## src/rtl/vtc_pkg.sv

```systemverilog
package vtc_pkg;
  parameter int DW   = 8;
  parameter int N_EV = 4;
  localparam int EVW = $clog2(N_EV);

  // event slots, in emission order
  localparam int EV_END   = 0;
  localparam int EV_FIELD = 1;
  localparam int EV_LINE  = 2;
  localparam int EV_BEGIN = 3;

  localparam logic [DW-1:0] MARK_W  = {DW{1'b1}};
  localparam logic [DW-1:0] BLANK_C = DW'(1) << (DW-1);

  function automatic logic [DW-1:0] clip_luma(input logic [DW-1:0] y);
    return (y == MARK_W) ? MARK_W - DW'(1) : y;
  endfunction

  function automatic logic [DW-1:0] event_code(input logic [EVW-1:0] idx,
                                               input logic odd,
                                               input logic line_act);
    logic [DW-1:0] c;
    case (idx)
      EVW'(EV_END):   c = DW'(8'h01);
      EVW'(EV_FIELD): c = odd ? DW'(8'h06) : DW'(8'h05);
      EVW'(EV_LINE):  c = line_act ? DW'(8'h03) : DW'(8'h04);
      default:        c = DW'(8'h02);
    endcase
    return c;
  endfunction
endpackage

```

## src/rtl/vtc_event_detect.sv

```systemverilog
module vtc_event_detect
  import vtc_pkg::*;
(
  input  logic            act,
  input  logic            prev_act,
  input  logic            line_start,
  input  logic            field_start,
  output logic [N_EV-1:0] ev
);
  always_comb begin
    ev           = '0;
    ev[EV_END]   = prev_act & ~act;
    ev[EV_FIELD] = field_start;
    ev[EV_LINE]  = line_start;
    ev[EV_BEGIN] = act & ~prev_act;
  end
endmodule

```

## src/rtl/vtc_pick.sv

```systemverilog
module vtc_pick
  import vtc_pkg::*;
(
  input  logic [N_EV-1:0] pend,
  output logic [N_EV-1:0] sel_oh,
  output logic [EVW-1:0]  sel_idx,
  output logic            any
);
  logic [N_EV:0] seen;
  assign seen[0] = 1'b0;

  for (genvar i = 0; i < N_EV; i++) begin : g_pri
    assign sel_oh[i]  = pend[i] & ~seen[i];
    assign seen[i+1]  = seen[i] | pend[i];
  end

  assign any = seen[N_EV];

  always_comb begin
    sel_idx = '0;
    for (int i = N_EV-1; i >= 0; i--)
      if (sel_oh[i]) sel_idx = EVW'(i);
  end
endmodule

```

## src/rtl/vtc_code_insert.sv

```systemverilog
module vtc_code_insert
  import vtc_pkg::*;
(
  input  logic          clk,
  input  logic          rst_n,
  input  logic [DW-1:0] in_c,
  input  logic [DW-1:0] in_y,
  input  logic          in_act,
  input  logic          in_line,
  input  logic          in_line_act,
  input  logic          in_field,
  input  logic          in_odd,
  output logic          in_ready,
  output logic          out_valid,
  output logic [DW-1:0] out_c,
  output logic [DW-1:0] out_y
);
  localparam int MAX_STALL = 2 * N_EV;
  localparam int SCW       = $clog2(MAX_STALL + 2);

  logic            prev_act_q;
  logic [N_EV-1:0] done_q;
  logic            mark_q;
  logic            is_data_q, is_mark_q, is_code_q;

  logic [N_EV-1:0] ev, pend, sel_oh;
  logic [EVW-1:0]  sel_idx;
  logic            any_pend;
  logic            emit_data, emit_mark, emit_code;

  vtc_event_detect u_det (
    .act         (in_act),
    .prev_act    (prev_act_q),
    .line_start  (in_line),
    .field_start (in_field),
    .ev          (ev)
  );

  assign pend = ev & ~done_q;

  vtc_pick u_pick (
    .pend    (pend),
    .sel_oh  (sel_oh),
    .sel_idx (sel_idx),
    .any     (any_pend)
  );

  assign emit_data = ~any_pend;
  assign emit_mark = any_pend & ~mark_q;
  assign emit_code = any_pend & mark_q;
  assign in_ready  = emit_data;

  always_ff @(posedge clk) begin
    if (!rst_n) begin
      prev_act_q <= 1'b0;
      done_q     <= '0;
      mark_q     <= 1'b0;
      out_valid  <= 1'b0;
      out_c      <= '0;
      out_y      <= '0;
      is_data_q  <= 1'b0;
      is_mark_q  <= 1'b0;
      is_code_q  <= 1'b0;
    end else begin
      out_valid <= 1'b1;
      is_data_q <= emit_data;
      is_mark_q <= emit_mark;
      is_code_q <= emit_code;
      if (emit_data) begin
        out_c      <= in_c;
        out_y      <= clip_luma(in_y);
        prev_act_q <= in_act;
        done_q     <= '0;
        mark_q     <= 1'b0;
      end else if (emit_mark) begin
        out_c  <= BLANK_C;
        out_y  <= MARK_W;
        mark_q <= 1'b1;
      end else begin
        out_c  <= BLANK_C;
        out_y  <= event_code(sel_idx, in_odd, in_line_act);
        done_q <= done_q | sel_oh;
        mark_q <= 1'b0;
      end
    end
  end

  // stall window counter for the R10 bound
  logic [SCW-1:0] stall_cnt;
  always_ff @(posedge clk) begin
    if (!rst_n)         stall_cnt <= '0;
    else if (in_ready)  stall_cnt <= '0;
    else                stall_cnt <= stall_cnt + SCW'(1);
  end

  assert_code_after_mark_R4: assert property (@(posedge clk) disable iff (!rst_n)
    (out_valid && is_mark_q) |=> (is_code_q && out_y >= DW'(1) && out_y <= DW'(6)));

  assert_blank_chroma_R4: assert property (@(posedge clk) disable iff (!rst_n)
    (out_valid && !is_data_q) |-> (out_c == BLANK_C));

  assert_no_marker_in_data_R3: assert property (@(posedge clk) disable iff (!rst_n)
    (out_valid && is_data_q) |-> (out_y != MARK_W));

  assert_stall_bound_R10: assert property (@(posedge clk) disable iff (!rst_n)
    stall_cnt <= SCW'(MAX_STALL));

  assert_single_pick_R9: assert property (@(posedge clk) disable iff (!rst_n)
    $onehot0(sel_oh));

  assert_src_hold_R10: assert property (@(posedge clk) disable iff (!rst_n)
    !in_ready |=> ($stable(in_y) && $stable(in_c) && $stable(in_act) && $stable(in_field)));
endmodule

```

## config.mk

```make
export PLATFORM = sky130hd
export DESIGN_NAME = vtc_code_insert
export DESIGN_NICKNAME = d
export VERILOG_FILES = /design/src/rtl/vtc_pkg.sv /design/src/rtl/vtc_event_detect.sv /design/src/rtl/vtc_pick.sv /design/src/rtl/vtc_code_insert.sv
export SDC_FILE = /design/constraint.sdc
export NUM_CORES = 1
export LEC_CHECK = 0
export ABC_AREA = 1
export BUFFER_PORTS_ARGS = -buffer_cell sky130_fd_sc_hd__buf_2
export CAP_MARGIN = 20
export CORE_ASPECT_RATIO = 1.2
export CORE_MARGIN = 5
export CORE_UTILIZATION = 30
export DETAILED_ROUTE_END_ITERATION = 10
export HOLD_SLACK_MARGIN = 0.08
export SLEW_MARGIN = 10
export SYNTH_ARGS = -nofsm -noshare
export SYNTH_HDL_FRONTEND = slang
export SYNTH_SLANG_ARGS = --single-unit
```

## constraint.sdc

```tcl
create_clock -name clk -period 1.8 [get_ports clk]
set_clock_uncertainty 0.2 [all_clocks]
set_input_delay 0.54 -clock clk [delete_from_list [all_inputs] [get_ports clk]]
set_output_delay 0.54 -clock clk [all_outputs]
set_load 0.03 [all_outputs]
```

==> results_tabular.tex, run 1 <==
\begin{tabular}{lr}
\hline
Metric & Value \\
\hline
\multicolumn{2}{l}{\textbf{Status}} \\
Status & finished with violations \\
Violations in the final reports & negative setup slack \\
\multicolumn{2}{l}{\textbf{Setup path}} \\
Number of cells on the critical path & 5 \\
Cell type of the slowest stage on the worst timing path & dfxtp\_4 \\
Category of the worst setup path launch point & flop \\
Cell class contributing the biggest share of worst-path delay & flip-flops \\
List of cells traversed by the critical path & nor2\_4 -> nand2\_2 -> nand2\_2 -> nor2\_4 -> buf\_6 \\
Slowest Stage Delay on Critical Path & about 400 ps \\
Max Fanout on Critical Path & 3 \\
R2r worst-path depth & 8 \\
Arrival time of the worst setup path & between 1000 and 1500 ps \\
Buffers plus inverters on the worst setup path & 1 \\
CP Data Required Time & 1060 ps \\
Kind of end point of the critical path & output pin \\
Worst setup path class & flop to output pin \\
\multicolumn{2}{l}{\textbf{Cells and area}} \\
Non-Filler Instances & between 200 and 250 \\
Net total in the final layout & between 150 and 200 \\
Top library cells by usage in the layout, fill and taps aside & buf\_2 (39), nand2\_1 (25), inv\_1 (20), dfxtp\_1 (20), nor2\_1 (15) \\
Proportion of layout cells with a drive suffix above 1 & 0.4277 \\
Most common cell after layout, fill and taps aside & buf\_2 \\
Post-route design area & around 1300 um2 \\
Area grow syn2layout & 37.71\% \\
Antenna cells & 0 \\
\multicolumn{2}{l}{\textbf{Route}} \\
Antenna-violating nets left & 0 \\
Vias & $\sim$850 \\
Number of DRC markers in iteration 0 & 25 \\
Iteration count of the initial detailed-routing pass & 4 \\
Average detailed-routed wire length per instance & around 10 um \\
Final wirelength & slightly above 2 mm \\
Vias per inst & $\sim$4.2 \\
\# DRC & 0 \\
\multicolumn{2}{l}{\textbf{Worst hold path}} \\
Number of stages on the worst hold path & 1 \\
Hold Path Class & primary input to flop \\
\multicolumn{2}{l}{\textbf{Placed design}} \\
Number of buffers added on ports & 40 \\
Worst slack at placement & -77.23 ps \\
Placed cell count & around 200 \\
GP Congestion & between 0.7 and 0.8 \\
Post-placement cell area & 1206 um2 \\
HPWL Detailed & around 1.7 mm \\
\multicolumn{2}{l}{\textbf{STA}} \\
Highest achievable clock rate & 538.1 MHz \\
Minimum period implied by the final worst setup slack & roughly 1900 ps \\
Setup repair after global routing missed its margin & true \\
WHS & roughly 190 ps \\
Worst Tran Pin Value & approximately 240 ps \\
Total setup violations reported at the end of the flow & 1 \\
Final worst path period share & 1.032 \\
Relative max-transition margin & 0.8386 \\
Post-route setup slack & -58.30 ps \\
Number of pins exceeding their max-slew limit in the final report & 0 \\
Final hold vios & 0 \\
\multicolumn{2}{l}{\textbf{Job}} \\
Count of maximum capacitance violations & 0 \\
\multicolumn{2}{l}{\textbf{Die}} \\
Number of top-level pins & 41 \\
Core area & 3000 um2 \\
Die Height & about 71 um \\
Die width & just over 60 um \\
Starting density of the core & 0.3053 \\
Area of the die & 4263 um2 \\
Number of cell rows & 22 \\
\multicolumn{2}{l}{\textbf{CTS}} \\
CTS Hold Buffers Added & 0 \\
Clock Path Buffers & 2 \\
CTS clk-pin slew, worst paths & 120 ps \\
H-tree level count & 1 \\
Latest clock arrival within the worst-skew pair & $\sim$300 ps \\
Number of CTS-inserted buffers & 3 \\
CTS tree & yes \\
Clock root buffer & clkbuf\_4 \\
Post-CTS setup buffer count & 0 \\
CTS Sinks & 23 \\
\multicolumn{2}{l}{\textbf{Logic synthesis}} \\
Post-synth design cell area & roughly 920 um2 \\
Combinational family with the most area after synthesis & simple AND/OR/NAND/NOR gates \\
Area fraction in compound gates after synthesis & 0.05191 \\
Adder-cell area share of the yosys netlist & 0 \\
Nets in the synthesized netlist & $\sim$140 \\
Synth cell types & 20 \\
Post-synthesis sequential area ratio & 0.5027 \\
Syn\_area\_per\_cell & 7.896 um2 \\
Gate Count Post-Synth & between 100 and 150 \\
Syn. warnings & 0 \\
Post-synthesis simple-gate area fraction & 0.3484 \\
Xor/xnor cell area share of the yosys netlist & 0 \\
Flip-flop and latch count after synthesis & 23 \\
Share of synthesized area spent on multiplexers & 0 \\
\multicolumn{2}{l}{\textbf{Global route}} \\
Total track usage & 0.09677 \\
Number of global-route vias before repair & slightly above 800 \\
Largest net degree at the start of global routing & 14 \\
Antenna violations before repair & 0 \\
Global-route congestion overflow total & 0 \\
Wire length of the first global-routing pass & between 3 and 4 mm \\
\multicolumn{2}{l}{\textbf{Power and ir drop}} \\
Worst VDD drop & between 0.4 and 0.5 mV \\
Areal power density over the cells & slightly above 800 nW/um2 \\
Static Leakage & just over 0.7 nW \\
\hline
\end{tabular}
-- metal layers --
layer	part of all wire	vias to the layer above	track usage
met5	0	-	0
met4	0.017	0	0.05783
met3	0.11	2	0.02033
met2	0.46	32	0.1611
met1	0.41	363	0.1096
li1	-	449	-
-- power breakdown --
group / leakage [nW] / internal, W / switching, W
Clock: 0.0177 / 0.0000828 / 0.000147
Combinational: 0.499 / 0.0000917 / 0.000168
Sequential: 0.191 / 0.000545 / 0.0000119
-- cells by family after synthesis --
kind of cell / Yosys count
AO/OA/AOI/OAI: 7
buffers and inverters: 23
AND/OR/NAND/NOR: 63
flip-flops: 23
-- synthesized netlist by cell type --
library cell / instances / share of area
nand2_4: 3 / 0.037
nor3_1: 1 / 0.0055
a21oi_1: 3 / 0.016
o21ai_0: 1 / 0.0055
a21oi_2: 1 / 0.0096
nand2_1: 29 / 0.12
o211ai_2: 1 / 0.014
dfxtp_1: 23 / 0.50
nand3_1: 7 / 0.038
nand3_4: 1 / 0.019
o22ai_1: 1 / 0.0068
nand2_2: 1 / 0.0068
nand4_1: 2 / 0.014
inv_4: 1 / 0.0068
inv_2: 2 / 0.0082
nor2_1: 15 / 0.061
nor2_4: 1 / 0.012
inv_1: 20 / 0.082
nor2_8: 1 / 0.022
nor2_2: 2 / 0.014
-- stage by stage --
stage | TNS [ps] | total power [W] | utilization
after floorplan | 0 | 0.0007321 | -
after global placement | -80.77 | 0.0008216 | 0.4020
after detailed placement | -77.23 | 0.0008240 | 0.4020
after CTS | -78.03 | 0.001063 | 0.4183
after global routing | -133.8 | 0.001106 | 0.4204
final | -58.30 | 0.001047 | 0.4204
-- repair_timing --
item	CTS	global route
endpoints found under the setup margin	1	1
resized for setup	8	3
pin swaps	1	1
-- layout make-up --
cell class              instances  area [um2]
multi-input cells              70       381.6
clock buffers                   3       22.52
clock inverters                 1       5.005
well taps                      36       45.04
inverters                      23       88.84
repair buffers                 46       251.5
fillers                       323        1739
flip-flops and latches         23       466.7
-- registers in the layout, indices dropped and copies added, names as in the netlist --
signal,cells
out_c,8
done_q,4
out_y,8
out_valid,1
prev_act_q,1
mark_q,1
-- path summary, 6_finish.rpt --
check | startpoint | end | slack, ps
max | prev_act_q | in_ready | -60
min | rst_n | out_valid | 190
max reg2reg | prev_act_q | prev_act_q | 350
min reg2reg | done_q[1] | done_q[1] | 290
Power figures use the tool's default switching activity.
==> run 2, diff against run 1 <==
- CORE_UTILIZATION: 30 -> 45
- CTS_BUF_LIST: unset -> sky130_fd_sc_hd__clkbuf_2 sky130_fd_sc_hd__clkbuf_4 sky130_fd_sc_hd__clkbuf_8
- PLACE_DENSITY: unset -> 0.77
- SKIP_LAST_GASP: unset -> 1
==> results_tabular.tex, run 2 (synthesized netlist as in run 1, its figures left out) <==
\begin{tabular}{lr}
\hline
Metric & Value \\
\hline
\multicolumn{2}{l}{\textbf{Status}} \\
Status & finished with violations \\
Violations in the final reports & negative setup slack \\
\multicolumn{2}{l}{\textbf{Setup path}} \\
CP Data Required Time & 1060 ps \\
Category of the worst setup path launch point & flop \\
Cell type of the slowest stage on the worst timing path & dfxtp\_4 \\
Arrival time of the worst setup path & about 1100 ps \\
Cell class contributing the biggest share of worst-path delay & flip-flops \\
Buffers plus inverters on the worst setup path & 1 \\
Worst setup path class & flop to output pin \\
R2r worst-path depth & 8 \\
Slowest Stage Delay on Critical Path & around 400 ps \\
Number of cells on the critical path & 5 \\
List of cells traversed by the critical path & nor2\_4 -> nand2\_2 -> nand2\_2 -> nor2\_4 -> buf\_6 \\
Max Fanout on Critical Path & 3 \\
Kind of end point of the critical path & output pin \\
\multicolumn{2}{l}{\textbf{Job}} \\
Count of maximum capacitance violations & 0 \\
\multicolumn{2}{l}{\textbf{Placed design}} \\
Number of buffers added on ports & 40 \\
GP Congestion & between 0.8 and 0.9 \\
HPWL Detailed & 1.614 mm \\
Post-placement cell area & between 1000 and 1500 um2 \\
\multicolumn{2}{l}{\textbf{Power and ir drop}} \\
Switching Share & 0.3130 \\
Switching power summed over all nets & 0.0003289 W \\
Proportion of power drawn by flip-flops and latches & 0.530 \\
Internal Pwr Total & about 0.00072 W \\
Static Leakage & roughly 0.71 nW \\
Share of total power in the clock network & 0.216 \\
Areal power density over the cells & between 800 and 900 nW/um2 \\
Portion of total power attributed to combinational logic & 0.254 \\
Worst VDD drop & a little over 0.6 mV \\
\multicolumn{2}{l}{\textbf{Cells and area}} \\
Net total in the final layout & approximately 190 \\
Most common cell after layout, fill and taps aside & buf\_2 \\
Share of the core filled with cells in the final layout & 0.6230 \\
Antenna cells & 0 \\
Top library cells by usage in the layout, fill and taps aside & buf\_2 (39), nand2\_1 (25), dfxtp\_1 (20) \\
Fill cell total of the finished layout & 170 \\
Area grow syn2layout & 36.34\% \\
Largest regs & out\_c x8, out\_y x8, done\_q x4 \\
Proportion of layout cells with a drive suffix above 1 & 0.4371 \\
Post-route design area & 1249 um2 \\
\multicolumn{2}{l}{\textbf{CTS}} \\
CTS tree & yes \\
CTS Hold Buffers Added & 0 \\
CTS clk-pin slew, worst paths & 120 ps \\
Clock Path Buffers & 2 \\
CTS Sinks & 23 \\
Latest clock arrival within the worst-skew pair & $\sim$300 ps \\
Number of CTS-inserted buffers & 3 \\
H-tree level count & 1 \\
Clock root buffer & clkbuf\_4 \\
\multicolumn{2}{l}{\textbf{Die}} \\
Core area & about 2000 um2 \\
Die width & around 50 um \\
Number of top-level pins & between 40 and 50 \\
Area of the die & 3041 um2 \\
Number of cell rows & 18 \\
Die Height & just under 60 um \\
Starting density of the core & 0.4569 \\
\multicolumn{2}{l}{\textbf{Route}} \\
Vias per inst & around 4.6 \\
Antenna-violating nets left & 0 \\
Number of DRC markers in iteration 0 & 20 \\
\# DRC & 0 \\
Vias & between 800 and 900 \\
Average detailed-routed wire length per instance & 10.97 um \\
Final wirelength & 2.051 mm \\
Iteration count of the initial detailed-routing pass & 4 \\
\multicolumn{2}{l}{\textbf{Global route}} \\
Largest net degree at the start of global routing & 14 \\
Wire length of the first global-routing pass & about 3.5 mm \\
Number of global-route vias before repair & 840 \\
Antenna violations before repair & 0 \\
Global-route congestion overflow total & 0 \\
Total track usage & 0.1510 \\
\multicolumn{2}{l}{\textbf{STA}} \\
Minimum period implied by the final worst setup slack & between 1500 and 2000 ps \\
Setup repair after global routing missed its margin & true \\
Relative max-transition margin & 0.8285 \\
Number of pins exceeding their max-slew limit in the final report & 0 \\
Total setup violations reported at the end of the flow & 1 \\
Highest achievable clock rate & between 500 and 600 MHz \\
Final worst path period share & 1.029 \\
Post-route setup slack & -52.70 ps \\
WHS & about 190 ps \\
Final hold vios & 0 \\
Worst Tran Pin Value & around 260 ps \\
\multicolumn{2}{l}{\textbf{Worst hold path}} \\
Hold Path Class & primary input to flop \\
Number of stages on the worst hold path & 1 \\
\hline
\end{tabular}
-- run 2: changes by cell type in the layout (fill, tap and decap cells not counted) --
cell | before | now
buf_4 | 6 | 7
inv_2 | 2 | 3
inv_1 | 20 | 19
-- run 2: area by class of cell --
type | instances | area (um2) | area share
Sequential cell | 23 | 466.7 | 0.3737
Multi-Input combinational cell | 70 | 381.6 | 0.3056
Timing Repair Buffer | 47 | 259.0 | 0.2074
Inverter | 23 | 88.84 | 0.07114
Tap cell | 20 | 25.02 | 0.02004
Clock buffer | 3 | 22.52 | 0.01804
Clock inverter | 1 | 5.005 | 0.004008
-- run 2: final timing paths --
| check | to | slack (ps) | startpoint |
|---|---|---|---|
| setup / recovery | in_ready | -50 | prev_act_q |
| hold / removal | out_valid | 190 | rst_n |
| setup reg to reg | done_q[1] | 350 | prev_act_q |
| hold reg to reg | done_q[0] | 290 | done_q[0] |
-- run 2: timing repair --
item / 4_1_cts / 5_1_grt
setup endpoints to repair: 1 / 1
buffers inserted: 1 / 0
gates resized for setup: 10 / 2
pin swaps: 2 / 3
-- run 2: through the flow --
stage	total power (W)	cells	TNS, ps	worst slack [ps]
finish	0.001051	187	-52.70	-52.70
floorplan	0.0007321	116	0	72.51
global placement	0.0008198	182	-69.86	-69.86
CTS	0.001062	187	-51.20	-51.20
global route	0.001121	187	-142.2	-142.2
detailed placement	0.0008245	182	-76.26	-76.26
-- run 2: routing by layer --
metal,global-route usage,vias up,share of wire,routed length (um)
met1,0.1808,378,0.39,804
met2,0.2523,30,0.51,1054
met3,0.02771,5,0.073,150
met5,0,-,0,0
met4,0.08462,0,0.020,41
li1,-,456,-,-
-- run 2: worst reg2reg max path, cell delays in order, from the launching register on --
cell and delay (ps):
dfxtp_4 390, nor2_4 90, nand2_2 60, nand2_2 80
nor2_4 50, buf_4 130, nor2_2 180, inv_2 90
a21oi_1 130
-- run 2: power by group through the flow --
| stage | logic [W] | clock network [W] | registers (W) |
|---|---|---|---|
| final | 0.000267 | 0.000227 | 0.000557 |
| after global routing | 0.000292 | 0.000268 | 0.000561 |
| after CTS | 0.000266 | 0.000240 | 0.000556 |
| after detailed placement | 0.000257 | 0 | 0.000567 |
| after global placement | 0.000253 | 0 | 0.000567 |
| after floorplan | 0.000104 | 0 | 0.000628 |
